File: src/rtl/pcu_pkg.sv
package pcu_pkg;
  typedef enum logic [2:0] {
    OP_STEP = 3'd0,
    OP_JUMP = 3'd1,
    OP_CALL = 3'd2,
    OP_RETN = 3'd3,
    OP_MOVA = 3'd4,
    OP_ADDA = 3'd5,
    OP_TABL = 3'd6,
    OP_RSVD = 3'd7
  } pc_op_e;
endpackage

File: src/rtl/pcu_next_addr.sv
module pcu_next_addr
  import pcu_pkg::*;
#(
  parameter int PC_W   = 13,
  parameter int OFS_W  = 10,
  parameter int BYTE_W = 8
) (
  input  logic              op_valid,
  input  pc_op_e            op,
  input  logic [PC_W-1:0]   pc_cur,
  input  logic [OFS_W-1:0]  target,
  input  logic [BYTE_W-1:0] acc,
  input  logic [PC_W-OFS_W-1:0] page_sel,
  input  logic [PC_W-1:0]   tos,
  output logic [PC_W-1:0]   pc_next
);
  localparam int PAGE_W = PC_W - OFS_W;
  localparam int MID_W  = OFS_W - BYTE_W;

  logic [BYTE_W-1:0] low_sum;
  logic [PC_W-1:0]   seq_addr;

  // Low-byte sum wraps inside the byte; no carry into the mid bits.
  assign low_sum  = pc_cur[BYTE_W-1:0] + acc;
  assign seq_addr = pc_cur + {{(PC_W-1){1'b0}}, 1'b1};

  always_comb begin
    pc_next = pc_cur;
    if (op_valid) begin
      unique case (op)
        OP_JUMP, OP_CALL: pc_next = {page_sel, target};
        OP_RETN:          pc_next = tos;
        OP_MOVA:          pc_next = {page_sel, {MID_W{1'b0}}, acc};
        OP_ADDA:          pc_next = {page_sel, {MID_W{1'b0}}, low_sum};
        OP_TABL:          pc_next = {pc_cur[PC_W-1:BYTE_W], low_sum};
        default:          pc_next = seq_addr;
      endcase
    end
  end

  initial begin
    a_r8_widths: assert (PAGE_W > 0 && MID_W >= 0);
  end
endmodule

File: src/rtl/pcu_ret_stack.sv
module pcu_ret_stack #(
  parameter int AW    = 13,
  parameter int DEPTH = 8
) (
  input  logic          clk,
  input  logic          rst_n,
  input  logic          push,
  input  logic          pop,
  input  logic [AW-1:0] push_addr,
  output logic [AW-1:0] tos,
  output logic          err
);
  localparam int PTR_W = (DEPTH > 1) ? $clog2(DEPTH) : 1;
  localparam int FIL_W = $clog2(DEPTH + 1);
  localparam logic [FIL_W-1:0] FULL = FIL_W'(DEPTH);

  logic [AW-1:0]    slot [DEPTH];
  logic [PTR_W-1:0] wr_ptr;
  logic [PTR_W-1:0] rd_ptr;
  logic [FIL_W-1:0] fill;

  assign rd_ptr = wr_ptr - {{(PTR_W-1){1'b0}}, 1'b1};
  assign tos    = slot[rd_ptr];

  always_ff @(posedge clk) begin
    if (!rst_n) begin
      wr_ptr <= '0;
      fill   <= '0;
      err    <= 1'b0;
      for (int i = 0; i < DEPTH; i++) slot[i] <= '0;
    end else begin
      err <= 1'b0;
      if (push) begin
        slot[wr_ptr] <= push_addr;
        wr_ptr       <= wr_ptr + {{(PTR_W-1){1'b0}}, 1'b1};
        if (fill == FULL) err  <= 1'b1;
        else              fill <= fill + {{(FIL_W-1){1'b0}}, 1'b1};
      end else if (pop) begin
        wr_ptr <= rd_ptr;
        if (fill == '0) err  <= 1'b1;
        else            fill <= fill - {{(FIL_W-1){1'b0}}, 1'b1};
      end
    end
  end

  initial begin
    a_r9_depth_pow2: assert ((1 << PTR_W) == DEPTH);
  end

  a_r9_fill_bound: assert property (@(posedge clk) disable iff (!rst_n)
    fill <= FULL);

  a_r9_overflow_flag: assert property (@(posedge clk) disable iff (!rst_n)
    push && (fill == FULL) |=> err);

  a_r10_underflow_flag: assert property (@(posedge clk) disable iff (!rst_n)
    !push && pop && (fill == '0) |=> err);

  a_r9_quiet_no_err: assert property (@(posedge clk) disable iff (!rst_n)
    !push && !pop |=> !err);

  a_r5_push_visible: assert property (@(posedge clk) disable iff (!rst_n)
    push |=> tos == $past(push_addr));
endmodule

File: src/rtl/paged_pc_unit.sv
module paged_pc_unit
  import pcu_pkg::*;
#(
  parameter int PC_W   = 13,
  parameter int OFS_W  = 10,
  parameter int BYTE_W = 8,
  parameter int DEPTH  = 8
) (
  input  logic                  clk,
  input  logic                  rst_n,
  input  logic                  op_valid,
  input  logic [2:0]            op_code,
  input  logic [OFS_W-1:0]      jmp_target,
  input  logic [BYTE_W-1:0]     acc,
  input  logic [PC_W-OFS_W-1:0] page_sel,
  output logic [PC_W-1:0]       pc,
  output logic                  stk_err
);
  localparam int PAGE_W = PC_W - OFS_W;

  pc_op_e          op;
  logic            do_push;
  logic            do_pop;
  logic [PC_W-1:0] tos;
  logic [PC_W-1:0] pc_next;
  logic [PC_W-1:0] ret_addr;

  assign op       = pc_op_e'(op_code);
  assign do_push  = op_valid && (op == OP_CALL);
  assign do_pop   = op_valid && (op == OP_RETN);
  assign ret_addr = pc + {{(PC_W-1){1'b0}}, 1'b1};

  pcu_next_addr #(.PC_W(PC_W), .OFS_W(OFS_W), .BYTE_W(BYTE_W)) u_next (
    .op_valid (op_valid),
    .op       (op),
    .pc_cur   (pc),
    .target   (jmp_target),
    .acc      (acc),
    .page_sel (page_sel),
    .tos      (tos),
    .pc_next  (pc_next)
  );

  pcu_ret_stack #(.AW(PC_W), .DEPTH(DEPTH)) u_stack (
    .clk       (clk),
    .rst_n     (rst_n),
    .push      (do_push),
    .pop       (do_pop),
    .push_addr (ret_addr),
    .tos       (tos),
    .err       (stk_err)
  );

  always_ff @(posedge clk) begin
    if (!rst_n) pc <= '0;
    else        pc <= pc_next;
  end

  a_r2_step: assert property (@(posedge clk) disable iff (!rst_n)
    op_valid && (op_code == 3'd0) |=> pc == $past(pc) + 1'b1);

  a_r3_stall_hold: assert property (@(posedge clk) disable iff (!rst_n)
    !op_valid |=> $stable(pc));

  a_r4_jump: assert property (@(posedge clk) disable iff (!rst_n)
    op_valid && (op_code == 3'd1) |=> pc == {$past(page_sel), $past(jmp_target)});

  a_r6_move: assert property (@(posedge clk) disable iff (!rst_n)
    op_valid && (op_code == 3'd4) |=>
      pc[BYTE_W-1:0] == $past(acc) && pc[PC_W-1:OFS_W] == $past(page_sel)
      && pc[OFS_W-1:BYTE_W] == '0);

  a_r8_table_keeps_high: assert property (@(posedge clk) disable iff (!rst_n)
    op_valid && (op_code == 3'd6) |=> pc[PC_W-1:BYTE_W] == $past(pc[PC_W-1:BYTE_W]));

  a_r7_add_clears_mid: assert property (@(posedge clk) disable iff (!rst_n)
    op_valid && (op_code == 3'd5) |=> pc[OFS_W-1:BYTE_W] == '0);

  initial begin
    a_r1_page_width: assert (PAGE_W >= 1);
  end
endmodule

File: config.mk
export PLATFORM = sky130hd
export DESIGN_NAME = paged_pc_unit
export DESIGN_NICKNAME = d
export VERILOG_FILES = /design/src/rtl/pcu_pkg.sv /design/src/rtl/pcu_next_addr.sv /design/src/rtl/pcu_ret_stack.sv /design/src/rtl/paged_pc_unit.sv
export SDC_FILE = /design/constraint.sdc
export NUM_CORES = 1
export LEC_CHECK = 0
export BUFFER_PORTS_ARGS = -buffer_cell sky130_fd_sc_hd__buf_2
export CORE_MARGIN = 8
export CORE_UTILIZATION = 55
export CTS_CLUSTER_SIZE = 25
export DETAILED_ROUTE_END_ITERATION = 10
export PLACE_DENSITY = 0.76
export SLEW_MARGIN = 20
export SYNTH_ARGS = -nofsm -noshare
export SYNTH_HDL_FRONTEND = slang
export SYNTH_SLANG_ARGS = --single-unit
File: constraint.sdc
create_clock -name clk -period 2.43 [get_ports clk]
set_clock_uncertainty 0.05 [all_clocks]
set_input_delay 0.1215 -clock clk [delete_from_list [all_inputs] [get_ports clk]]
set_output_delay 0.1215 -clock clk [all_outputs]
set_load 0.005 [all_outputs]
### Word level (Yosys, flattened, before mapping)

Memories as Yosys holds them, arrays and structs flattened.
Cells that the tools add are included.

| operators by class | value |
|---|---|
| $add $sub $neg | 6 |
| equal/unequal tests | 9 |
| mux-type cells | 18 |
| bitwise operators | 1 |
| reduce and logical (&&, ||, !) cells | 8 |

Operators with widths:

| kind | number |
|---|---|
| $pmux 13 s5 | 1 |
| $mux 4 | 4 |
| $add 13x1->13 const B | 1 |
| $mux 13 | 1 |
| $reduce_or 13->1 | 1 |
| $eq 3x3->1 const B | 3 |
| $mux 1 | 9 |
| $mux 3 | 3 |
| $add 8x8->8 | 1 |
| $eq 3x2->1 const B | 2 |
| $add 4x1->4 const B | 1 |
| $eq 4x4->1 const B | 1 |
| $logic_not 4->1 | 1 |
| $ne 2x2->1 const B | 2 |
| $sub 4x1->4 const B | 1 |
| $add 3x1->3 const B | 1 |
| $eq 3x1->1 const B | 1 |
| $reduce_and 3->1 | 1 |
| $sub 3x1->3 const B | 1 |
| $logic_and 1x1->1 | 2 |
| $reduce_and 2->1 | 1 |
| $reduce_bool 2->1 | 1 |
| $reduce_or 2->1 | 1 |
| $not 1->1 | 1 |

| storage, ports and cells | value |
|---|---|
| bits in registers | 21 |
| memory bits (writable) | 104 |
| input port bits | 27 |
| output and inout port bits | 14 |
| logic and storage cells | 48 |
| memories | 1 |

Memory list:

| name | depth | bits a word | rd ports | clocked after Yosys merged registers in | write ports | RTL line | source |
|---|---|---|---|---|---|---|---|
| u_stack.slot | 8 | 13 | 1 | 0 | 8 | pcu_ret_stack.sv:17 | `logic [AW-1:0] slot [DEPTH];` |

### Logic depth before layout (Yosys ltp)

Gate-level depths: netlist of run 1.

| logic depth | value |
|---|---|
| word-level depth | 7 |
| mapped depth | 9 |
| depth with buffers taken out | 8 |

### Hierarchy

From an unflattened synthesis of run 1, not the netlist that was laid out.

| second synthesis, totals | value |
|---|---|
| cell total of the unflattened synthesis | 596 |
| area total of the unflattened synthesis | 7150.6 sq um |

Modules (own cells, without submodules):

| module | times used | cells each | area each (sq um) |
|---|---|---|---|
| pcu_ret_stack | 1 | 337 | 5240.0 |
| pcu_next_addr | 1 | 197 | 1326.3 |
| paged_pc_unit | 1 | 62 | 584.3 |

### Worst setup path after synthesis of run 1

OpenSTA, ideal clock, no wires.

| timing | value |
|---|---|
| path type | flip-flop to flip-flop |
| start point | register u_stack.wr_ptr[0] |
| end point | register pc[12] |
| data arrival time | 2220 ps |
| required time | 2252 ps |
| setup slack | 32 ps |
| stages on the path, launching flop included | 9 |
| buffers on the path | 3 |
| period minus slack after synthesis | 2398 ps |
| cell sequence | dfxtp_1 buf_2 inv_1 ha_1 buf_2 buf_1 mux4_2 a221oi_1 a21oi_1 |

| on the way | value |
|---|---|
| longest elaborated chain between the ends | 3 |

RTL lines:

| item | RTL line | source |
|---|---|---|
| from (decl) | pcu_ret_stack.sv:18 | `logic [PTR_W-1:0] wr_ptr;` |
| from (signal assigned) | pcu_ret_stack.sv:35 | `wr_ptr <= wr_ptr + {{(PTR_W-1){1'b0}}, 1'b1};` |
| from (signal assigned) | pcu_ret_stack.sv:39 | `wr_ptr <= rd_ptr;` |
| $sub 3x1->3 | pcu_ret_stack.sv:22 | `assign rd_ptr = wr_ptr - {{(PTR_W-1){1'b0}}, 1'b1};` |
| $mem_v2 8x13 | - |  |
| $pmux 13 s5 | pcu_next_addr.sv:30 | `unique case (op)` |
| to (signal assigned) | paged_pc_unit.sv:56 | `else pc <= pc_next;` |
| to (decl) | paged_pc_unit.sv:16 | `output logic [PC_W-1:0] pc,` |

Every way passes these cells.
A chain may end at the register's enable or synchronous reset.

### Final worst setup path of run 1

| timing | value |
|---|---|
| start point | register u_stack.wr_ptr[1] |
| end point | register pc[8] |

Same word-level chain as after synthesis.

==> results of run 1 <==
[flip-flops by register name (all words and copies together), names as in the netlist]
register / flops
u_stack.slot: 104
u_stack.err: 1
u_stack.fill: 4
u_stack.wr_ptr: 3
pc: 13
[report_power, final]
part,total (mW),leakage (nW),internal (mW),switching (mW)
Clock,2.47,0.277,1.44,1.02
Sequential,2.46,1.25,2.40,0.0580
Combinational,0.659,1.29,0.285,0.374
[critical path, cell delays in order (launching register included)]
cell and delay, ns:
sky130_fd_sc_hd__dfxtp_1 0.41, sky130_fd_sc_hd__inv_1 0.12, sky130_fd_sc_hd__ha_1 0.31, sky130_fd_sc_hd__buf_4 0.21, sky130_fd_sc_hd__buf_4 0.18, sky130_fd_sc_hd__mux4_2 0.28
sky130_fd_sc_hd__mux2i_1 0.21, sky130_fd_sc_hd__o221ai_1 0.15, sky130_fd_sc_hd__o211a_1 0.17
[cells by family (layout without fill, tap and decap cells)]
kind of cell             Yosys count  count (layout)  share of synthesized area, %
AND/OR/NAND/NOR                  210             210                          14.6
buffers and inverters             48             119                          3.22
XOR/XNOR                          20              20                          3.14
flip-flops                       125             125                          55.2
AO/OA/AOI/OAI                     84              84                          9.24
multiplexers                      38              38                          11.1
adder cells (fa/ha/maj)           17              17                          3.43
[per-stage QoR]
stage | hold slack, ns | total power [mW] | instance area, µm² | setup slack [ns] | std cells
2_1_floorplan | 0.223 | 2.91 | 6420 | 0.0321 | 542
3_3_place_gp | 0.421 | 3.13 | 6940 | 0.343 | 723
3_5_place_dp | 0.427 | 3.15 | 6940 | 0.264 | 723
4_1_cts | 0.0160 | 5.60 | 7530 | 0.236 | 756
5_1_grt | 0.0516 | 5.76 | 7530 | 0.0967 | 756
6_report | 0.0307 | 5.59 | 7530 | 0.229 | 756
[cell type report]
type                            instances  area share [%]
Sequential cell                       125            47.1
Multi-Input combinational cell        369            35.4
Timing Repair Buffer                   76            6.94
Clock buffer                           17            5.65
Tap cell                              143            2.38
Clock inverter                         15            2.03
Inverter                               11           0.548
[path summary, 6_finish.rpt]
kind                startpoint              end  slack [ns]
max reg2reg  u_stack.wr_ptr[1]            pc[8]        0.23
min reg2reg    u_stack.fill[3]  u_stack.fill[3]        0.44
min              jmp_target[9]            pc[9]        0.03
max          u_stack.wr_ptr[1]            pc[8]        0.23
[per-layer routing]
metal / up-vias / GRT usage, % / routed length (µm)
met5: - / 0 / 0
met4: 0 / 11.2 / 534
met3: 53 / 5.03 / 1330
met2: 246 / 37.7 / 8050
met1: 2312 / 26.3 / 6240
li1: 2117 / - / -
[placed cells by master (no fill, tap or decap), types with 7 or more instances in the layout]
master                        n
sky130_fd_sc_hd__a21oi_1     17
sky130_fd_sc_hd__buf_2       40
sky130_fd_sc_hd__buf_4       31
sky130_fd_sc_hd__clkbuf_16   17
sky130_fd_sc_hd__dfxtp_1     20
sky130_fd_sc_hd__edfxtp_1   104
sky130_fd_sc_hd__ha_1        12
sky130_fd_sc_hd__inv_1       11
sky130_fd_sc_hd__mux2i_1      7
sky130_fd_sc_hd__mux4_2      26
sky130_fd_sc_hd__nand2_1     38
sky130_fd_sc_hd__nand3_1     12
sky130_fd_sc_hd__nor2_1     115
sky130_fd_sc_hd__o21ai_0     19
sky130_fd_sc_hd__xnor2_1     16
==> flow_metrics.py, run 1 <==
metrics = {
    "critical_path": {
        "setup.worst_path.start_class": "flip-flop",
        "timing.setup.critical_path_class": "reg2reg",
        "critical_path.endpoint_type": "flip-flop",
        "worstPathRequired_ns": 2.68,
        "arrival_time_worst_endpoint_ns": 2.45,
        "largest_driver_fanout_on_the_critical_path": 11,
        "r2r.worst_path.cells": 8,
    },
    "timing": {
        "tns_setup_ns": 0,
        "final-setup-viol-count": 0,
        "minimum_clock_period_ns": 2.20,
        "max_slew.worst_pin.slew_ns": 0.759,
        "timing.final.crit_share_pct": 90.6,
        "rsz0062_at_grt": "false",
        "worst_slew_margin_rel_pct": 49.0,
        "fmax_ghz": 0.454,
        "slew_violations": 0,
        "finalHoldViolCount": 0,
    },
    "layout": {
        "antenna_cells": 0,
        "multiInputGateArea_mm2": 0.00267,
        "flow.area_growth_from_synthesis_pct": 17.4,
        "total_area_of_sequential_cells_mm2": 0.00354,
        "finalCoreUtilization_pct": 66.0,
        "layout-drive-gt1-share_pct": 24.6,
        "nNetsFinal": 641,
        "final.fill_count": 813,
    },
    "drt": {
        "drt_first_iter_violations": 485,
        "drt-total-wl_um": 16200,
        "post_drt_antenna_nets": 0,
        "drc": 0,
        "avgViaCountPerCell": 6.25,
        "num_vias": 4728,
        "wl_per_cell_um": 21.4,
        "firstDrtPassIters": 7,
    },
    "worst_hold_path": {
        "whs_path_depth": 4,
        "holdCritPathClass": "in2reg",
    },
    "clock_tree": {
        "clock_latency_ns": 0.41,
        "cts_made_buffers": 17,
        "cts.sink_count": 125,
        "ctsRootBufferMaster": "sky130_fd_sc_hd__clkbuf_16",
        "cts-hold-fix-buffers": 1,
        "cts-htree-levels": 4,
        "cts_max_path_buffers": 2,
        "cts.repair.resized": 0,
        "clkSlewWorstSetupHoldPaths_ns": 0.06,
        "cts_tree": "done",
        "cts.repair_timing.setup_buffer_count": 0,
    },
    "logic_synthesis": {
        "most_frequent_cells_after_synthesis": "sky130_fd_sc_hd__nor2_1 (115), sky130_fd_sc_hd__edfxtp_1 (104), sky130_fd_sc_hd__nand2_1 (38), sky130_fd_sc_hd__mux4_2 (26), sky130_fd_sc_hd__clkbuf_1 (23)",
        "synth_nets": 583,
        "yosys.cell_count.top_type": "sky130_fd_sc_hd__nor2_1",
        "synthDominantAreaCellType": "sky130_fd_sc_hd__edfxtp_1",
        "post_synth_num_cell_types": 64,
        "syn-cell-area_mm2": 0.00642,
        "seq_area_frac_synth_pct": 55.2,
        "synth_top_area_share_pct": 48.7,
        "synth-main-ff-cell": "sky130_fd_sc_hd__edfxtp_1",
        "mapped_cells": 542,
        "asyncSetResetFlopFracSynth_pct": 0,
        "syn-mean-instance-area_um2": 11.8,
        "number_of_enable_flip_flop_cells_after_synthesis": 104,
        "ys_ff_latch": 125,
        "ys.warnings.count": 0,
        "ys_top_cells_by_area": "sky130_fd_sc_hd__edfxtp_1 (49%), sky130_fd_sc_hd__mux4_2 (9.1%), sky130_fd_sc_hd__nor2_1 (6.7%)",
    },
    "floorplanning": {
        "die_width_um": 124,
        "die_area_mm2": 0.0154,
        "io_pins": 41,
        "die_y_um": 124,
        "floorplan.rows": 39,
        "placeableCoreArea_mm2": 0.0114,
        "initial_core_util_pct": 56.2,
    },
    "global_route": {
        "grt_overflow": 0,
        "grt_first_pass_wirelength_um": 25300,
        "groute.usage.overall_pct": 22.3,
        "vias_in_the_first_global_route": 4692,
        "pin_count_of_the_biggest_net_entering_global_routing": 33,
        "antenna_violations_before_repair": 0,
    },
    "outcome": {
        "status": "complete, no violations",
    },
    "pwr": {
        "power-per-cell-area_mw_per_mm2": 742,
        "leak_pwr_nw": 2.82,
        "ir_drop_worst_vdd_uv": 618,
    },
    "placed_design": {
        "detailedPlacementHpwl_um": 11300,
        "gpl.final_weighted_congestion": 0.868,
        "io_buffer_count": 40,
    },
    "job": {
        "maxCapViolations": 0,
    },
}
Power figures use the tool's default switching activity.
==> run 2: changes to the inputs <==
==> constraint.sdc (replaced) <==
create_clock -name clk -period 2.43 [get_ports clk]
set_clock_uncertainty 0.05 [all_clocks]
set_input_delay 0.243 -clock clk [delete_from_list [all_inputs] [get_ports clk]]
set_output_delay 0.243 -clock clk [all_outputs]
set_load 0.005 [all_outputs]
==> flow_metrics.py, run 2 (synthesis gave the netlist of run 1 again) <==
metrics = {
    "outcome": {
        "status": "complete, no violations",
    },
    "job": {
        "maxCapViolations": 0,
    },
    "drt": {
        "avgViaCountPerCell": 6.30,
        "firstDrtPassIters": 5,
        "num_vias": 4771,
        "drc": 0,
        "drt_first_iter_violations": 572,
        "drt-total-wl_um": 16700,
        "wl_per_cell_um": 22.0,
        "post_drt_antenna_nets": 0,
    },
    "layout": {
        "reg.largest.list": "u_stack.slot: 104 flops, pc: 13 flops, u_stack.fill: 4 flops",
        "top_reg_by_flops": "u_stack.slot",
        "antenna_cells": 0,
        "final_cell_area_mm2": 0.00757,
        "layout.cells.most_common_list": "sky130_fd_sc_hd__nor2_1 (115), sky130_fd_sc_hd__edfxtp_1 (104), sky130_fd_sc_hd__buf_2 (40)",
        "nNetsFinal": 642,
        "final.fill_count": 802,
        "largest_reg_flops": 104,
        "commonest_non_fill_non_tap_cell_in_the_layout": "sky130_fd_sc_hd__nor2_1",
        "flow.area_growth_from_synthesis_pct": 18.0,
        "layout-drive-gt1-share_pct": 24.9,
    },
    "clock_tree": {
        "clkSlewWorstSetupHoldPaths_ns": 0.06,
        "cts_max_path_buffers": 2,
        "cts-hold-fix-buffers": 0,
        "cts_made_buffers": 17,
        "cts.sink_count": 125,
        "cts-htree-levels": 4,
        "clock_latency_ns": 0.42,
        "ctsRootBufferMaster": "sky130_fd_sc_hd__clkbuf_16",
        "cts_tree": "done",
    },
    "timing": {
        "slew_violations": 0,
        "rsz0062_at_grt": "false",
        "whs_ns": 0.164,
        "tns_setup_ns": 0,
        "postLayoutSetupSlackWorst_ns": 0.109,
        "timing.final.crit_share_pct": 95.5,
        "max_slew.worst_pin.slew_ns": 0.978,
        "finalHoldViolCount": 0,
        "worst_slew_margin_rel_pct": 34.3,
        "fmax_ghz": 0.431,
        "final-setup-viol-count": 0,
        "minimum_clock_period_ns": 2.32,
    },
    "pwr": {
        "ir_drop_worst_vdd_uv": 473,
        "share_comb_of_total_power_pct": 11.6,
        "p_int_mw": 4.32,
        "net-switching-power_mw": 1.42,
        "share_clk_of_total_power_pct": 45.5,
        "leak_pwr_nw": 2.84,
        "power-per-cell-area_mw_per_mm2": 758,
        "sw_frac_of_total_pct": 24.7,
        "sequential_group_share_of_total_power_pct": 42.9,
    },
    "global_route": {
        "vias_in_the_first_global_route": 4724,
        "grt_overflow": 0,
        "antenna_violations_before_repair": 0,
        "pin_count_of_the_biggest_net_entering_global_routing": 33,
        "grt_first_pass_wirelength_um": 25400,
        "groute.usage.overall_pct": 22.5,
    },
    "floorplanning": {
        "die_area_mm2": 0.0154,
        "initial_core_util_pct": 56.2,
        "io_pins": 41,
        "floorplan.rows": 39,
        "die_width_um": 124,
        "die_y_um": 124,
        "placeableCoreArea_mm2": 0.0114,
    },
    "placed_design": {
        "io_buffer_count": 40,
        "detailedPlacementHpwl_um": 11200,
        "dpl_cell_area_mm2": 0.00696,
        "gpl.final_weighted_congestion": 0.850,
        "placement.setup.worst_slack_ns": 0.0390,
    },
    "critical_path": {
        "setup.worst_path.start_class": "flip-flop",
        "worstPathRequired_ns": 2.66,
        "timing.setup.critical_path_class": "reg2reg",
        "largest_driver_fanout_on_the_critical_path": 11,
        "critical_path.endpoint_type": "flip-flop",
        "arrival_time_worst_endpoint_ns": 2.55,
    },
    "worst_hold_path": {
        "holdCritPathClass": "in2reg",
    },
}
-- run 2: changes by cell type in the layout (fill, tap and decap cells not counted), sizes merged --
cell         previous run  this run
inv                    20        16
clkinv                  2         5
buf                    75        77
bufinv                  1         3
clkinvlp                3         2
dlygate4sd3             1         0
-- run 2: cell type report --
type	instances	area (µm²)	area share (%)
Multi-Input combinational cell	369	2670	35.2
Sequential cell	125	3540	46.8
Clock buffer	17	425	5.62
Timing Repair Buffer	77	528	6.97
Inverter	11	41.3	0.545
Clock inverter	15	186	2.46
Tap cell	143	179	2.36
-- run 2: final timing paths --
path | start | end | slack [ns] | cells past startpoint
setup / recovery | u_stack.wr_ptr[1] | pc[0] | 0.11 | 7
hold / removal | jmp_target[9] | pc[9] | 0.16 | 4
setup reg to reg | u_stack.wr_ptr[1] | pc[0] | 0.11 | 7
hold reg to reg | u_stack.fill[3] | u_stack.fill[3] | 0.44 | 2
-- run 2: repair_timing --
action	in CTS	in global routing
buffers inserted	0	0
endpoints found under the setup margin	0	10
gates resized for setup	0	1
-- run 2: metal layers --
metal  vias to the layer above  global-route usage, %  part of all wire [%]
li1                       2121                      -                     -
met1                      2319                   26.9                    38
met2                       275                   36.4                    49
met3                        56                   5.98                   9.6
met4                         0                   12.6                   3.9
met5                         -                      0                     0
-- run 2: metrics by stage --
step / cells / power (mW) / util, %
floorplan: 542 / 2.91 / -
global placement: 725 / 3.13 / 60.9
detailed placement: 725 / 3.15 / 60.9
CTS: 757 / 5.74 / 66.3
global route: 757 / 5.90 / 66.3
finish: 757 / 5.74 / 66.3
-- run 2: worst max-delay path, stage by stage, from the launching register on --
cell and delay [ns]:
sky130_fd_sc_hd__dfxtp_1 0.42, sky130_fd_sc_hd__inv_1 0.14, sky130_fd_sc_hd__ha_2 0.54, sky130_fd_sc_hd__buf_4 0.26
sky130_fd_sc_hd__mux4_2 0.32, sky130_fd_sc_hd__mux2_2 0.29, sky130_fd_sc_hd__nand2_1 0.07, sky130_fd_sc_hd__a31oi_1 0.09
-- run 2: power by group through the flow --
stage | sequential [mW] | combinational, mW | clock [mW]
global placement | 2.50 | 0.631 | 0
global route | 2.47 | 0.716 | 2.72
CTS | 2.46 | 0.660 | 2.62
floorplan | 2.48 | 0.427 | 0
detailed placement | 2.50 | 0.651 | 0
finish | 2.46 | 0.668 | 2.61
==> run 3: changes to the inputs <==
Settings changed: CORE_UTILIZATION 55 to 61, PLACE_DENSITY 0.76 to 0.8.
Clock period 2.43 ns to 2.3 ns, I/O delays scaled along.
==> flow_metrics.py, run 3 (synthesis gave the netlist of run 1 again) <==
metrics = {
    "layout": {
        "total_area_of_sequential_cells_mm2": 0.00354,
        "flow.area_growth_from_synthesis_pct": 19.0,
        "multiInputGateArea_mm2": 0.00268,
        "top_reg_by_flops": "u_stack.slot",
        "finish.cell_count_without_fillers": 754,
        "layout.cells.most_common_list": "sky130_fd_sc_hd__nor2_1 (115), sky130_fd_sc_hd__edfxtp_1 (104), sky130_fd_sc_hd__buf_2 (40)",
        "final.fill_count": 658,
        "reg.largest.list": "u_stack.slot: 104 flops, pc: 13 flops, u_stack.fill: 4 flops",
        "nNetsFinal": 646,
        "layout-drive-gt1-share_pct": 25.7,
        "commonest_non_fill_non_tap_cell_in_the_layout": "sky130_fd_sc_hd__nor2_1",
        "largest_reg_flops": 104,
        "antenna_cells": 0,
    },
    "clock_tree": {
        "cts_made_buffers": 17,
        "clock_latency_ns": 0.52,
        "clkSlewWorstSetupHoldPaths_ns": 0.06,
        "cts_tree": "done",
        "cts.repair.resized": 0,
        "cts-htree-levels": 4,
        "cts.sink_count": 125,
        "cts-hold-fix-buffers": 0,
        "ctsRootBufferMaster": "sky130_fd_sc_hd__clkbuf_8",
        "cts_max_path_buffers": 2,
        "cts.repair_timing.setup_buffer_count": 0,
    },
    "global_route": {
        "antenna_violations_before_repair": 0,
        "groute.usage.overall_pct": 23.9,
        "grt_first_pass_wirelength_um": 26300,
        "pin_count_of_the_biggest_net_entering_global_routing": 33,
        "grt_overflow": 0,
        "vias_in_the_first_global_route": 4789,
    },
    "floorplanning": {
        "initial_core_util_pct": 62.4,
        "die_area_mm2": 0.0141,
        "die_y_um": 119,
        "placeableCoreArea_mm2": 0.0103,
        "io_pins": 41,
        "die_width_um": 119,
        "floorplan.rows": 37,
    },
    "critical_path": {
        "worstSetupEndpoint": "pc[2]",
        "r2r.worst_path.cells": 7,
        "crit_start": "u_stack.wr_ptr[1]",
        "worstPathRequired_ns": 2.66,
        "arrival_time_worst_endpoint_ns": 2.57,
        "rrSetupSlack_ns": 0.09,
        "timing.setup.critical_path_class": "reg2reg",
        "regToRegEndpoint": "pc[2]",
        "setup.worst_path.start_class": "flip-flop",
        "largest_driver_fanout_on_the_critical_path": 6,
        "critical_path.endpoint_type": "flip-flop",
        "worstReg2RegStart": "u_stack.wr_ptr[1]",
    },
    "drt": {
        "drt_first_iter_violations": 625,
        "num_vias": 4809,
        "drc": 0,
        "drt-total-wl_um": 16300,
        "firstDrtPassIters": 5,
        "wl_per_cell_um": 21.6,
        "post_drt_antenna_nets": 0,
        "avgViaCountPerCell": 6.38,
    },
    "outcome": {
        "status": "complete, no violations",
    },
    "pwr": {
        "leak_pwr_nw": 2.88,
        "design_power_total_mw": 6.16,
        "ir_drop_worst_vdd_uv": 464,
        "power-per-cell-area_mw_per_mm2": 807,
    },
    "timing": {
        "minimum_clock_period_ns": 2.21,
        "fmax_ghz": 0.453,
        "tns_setup_ns": 0,
        "slew_violations": 0,
        "timing.final.crit_share_pct": 96.0,
        "rsz0062_at_grt": "false",
        "finalHoldViolCount": 0,
        "final-setup-viol-count": 0,
        "worst_slew_margin_rel_pct": 42.2,
        "max_slew.worst_pin.slew_ns": 0.861,
    },
    "placed_design": {
        "post-place-cells": 722,
        "detailedPlacementHpwl_um": 10800,
        "gpl.final_weighted_congestion": 0.872,
        "io_buffer_count": 40,
    },
    "worst_hold_path": {
        "holdCritPathClass": "in2reg",
    },
    "job": {
        "maxCapViolations": 0,
    },
}
[run 3: cell types whose count changed in the layout (fill, tap and decap cells not counted), moves of 3 or more]
cell | before | now
sky130_fd_sc_hd__buf_4 | 33 | 38
sky130_fd_sc_hd__clkbuf_8 | 0 | 3
sky130_fd_sc_hd__clkbuf_16 | 17 | 20
sky130_fd_sc_hd__clkinv_4 | 3 | 0
[run 3: critical path, stage by stage, from the launching register on]
cell and delay, ns:
sky130_fd_sc_hd__dfxtp_1 0.43, sky130_fd_sc_hd__inv_1 0.13, sky130_fd_sc_hd__ha_2 0.43, sky130_fd_sc_hd__buf_4 0.18, sky130_fd_sc_hd__mux4_2 0.30, sky130_fd_sc_hd__mux2_2 0.30
sky130_fd_sc_hd__a221oi_2 0.22, sky130_fd_sc_hd__nor2_1 0.07
[run 3: how the worst min path moves through the flow]
stage	from	to	slack (ns)	cells after the start
after global placement	u_stack.fill[3]	u_stack.fill[3]	0.42	2
after floorplan	rst_n	u_stack.fill[3]	0.33	2
after global routing	jmp_target[9]	pc[9]	0.07	4
final	jmp_target[9]	pc[9]	0.07	4
after detailed placement	u_stack.fill[3]	u_stack.fill[3]	0.44	2
after CTS	jmp_target[9]	pc[9]	0.05	4
[run 3: layer usage]
layer | GRT usage, % | vias up | wire, µm
met1 | 30.4 | 2361 | 6430
li1 | - | 2125 | -
met3 | 6.04 | 36 | 1530
met2 | 37.9 | 287 | 7960
met5 | 0 | - | 0
met4 | 11.1 | 0 | 375
[run 3: stage by stage]
stage	utilization, %	hold slack, ns	worst slack (ns)	area (µm²)
global placement	67.8	0.419	0.191	6970
global route	74.3	0.0660	0.00433	7630
CTS	74.2	0.0503	0.0661	7620
floorplan	-	0.332	0.0534	6420
detailed placement	67.8	0.435	0.116	6970
finish	74.3	0.0677	0.0926	7630
[run 3: power breakdown]
group,switching [mW],leakage [nW],internal (mW),total [mW]
logic,0.397,1.31,0.313,0.710
clock network,0.983,0.322,1.87,2.85
registers,0.0611,1.25,2.54,2.60
[run 3: area by class of cell]
type                    instances  share of cell area, %
inverters                      11                  0.541
clock buffers                  23                   7.10
multi-input cells             369                   35.1
repair buffers                 81                   7.15
well taps                     136                   2.23
clock inverters                 9                   1.48
flip-flops and latches        125                   46.4
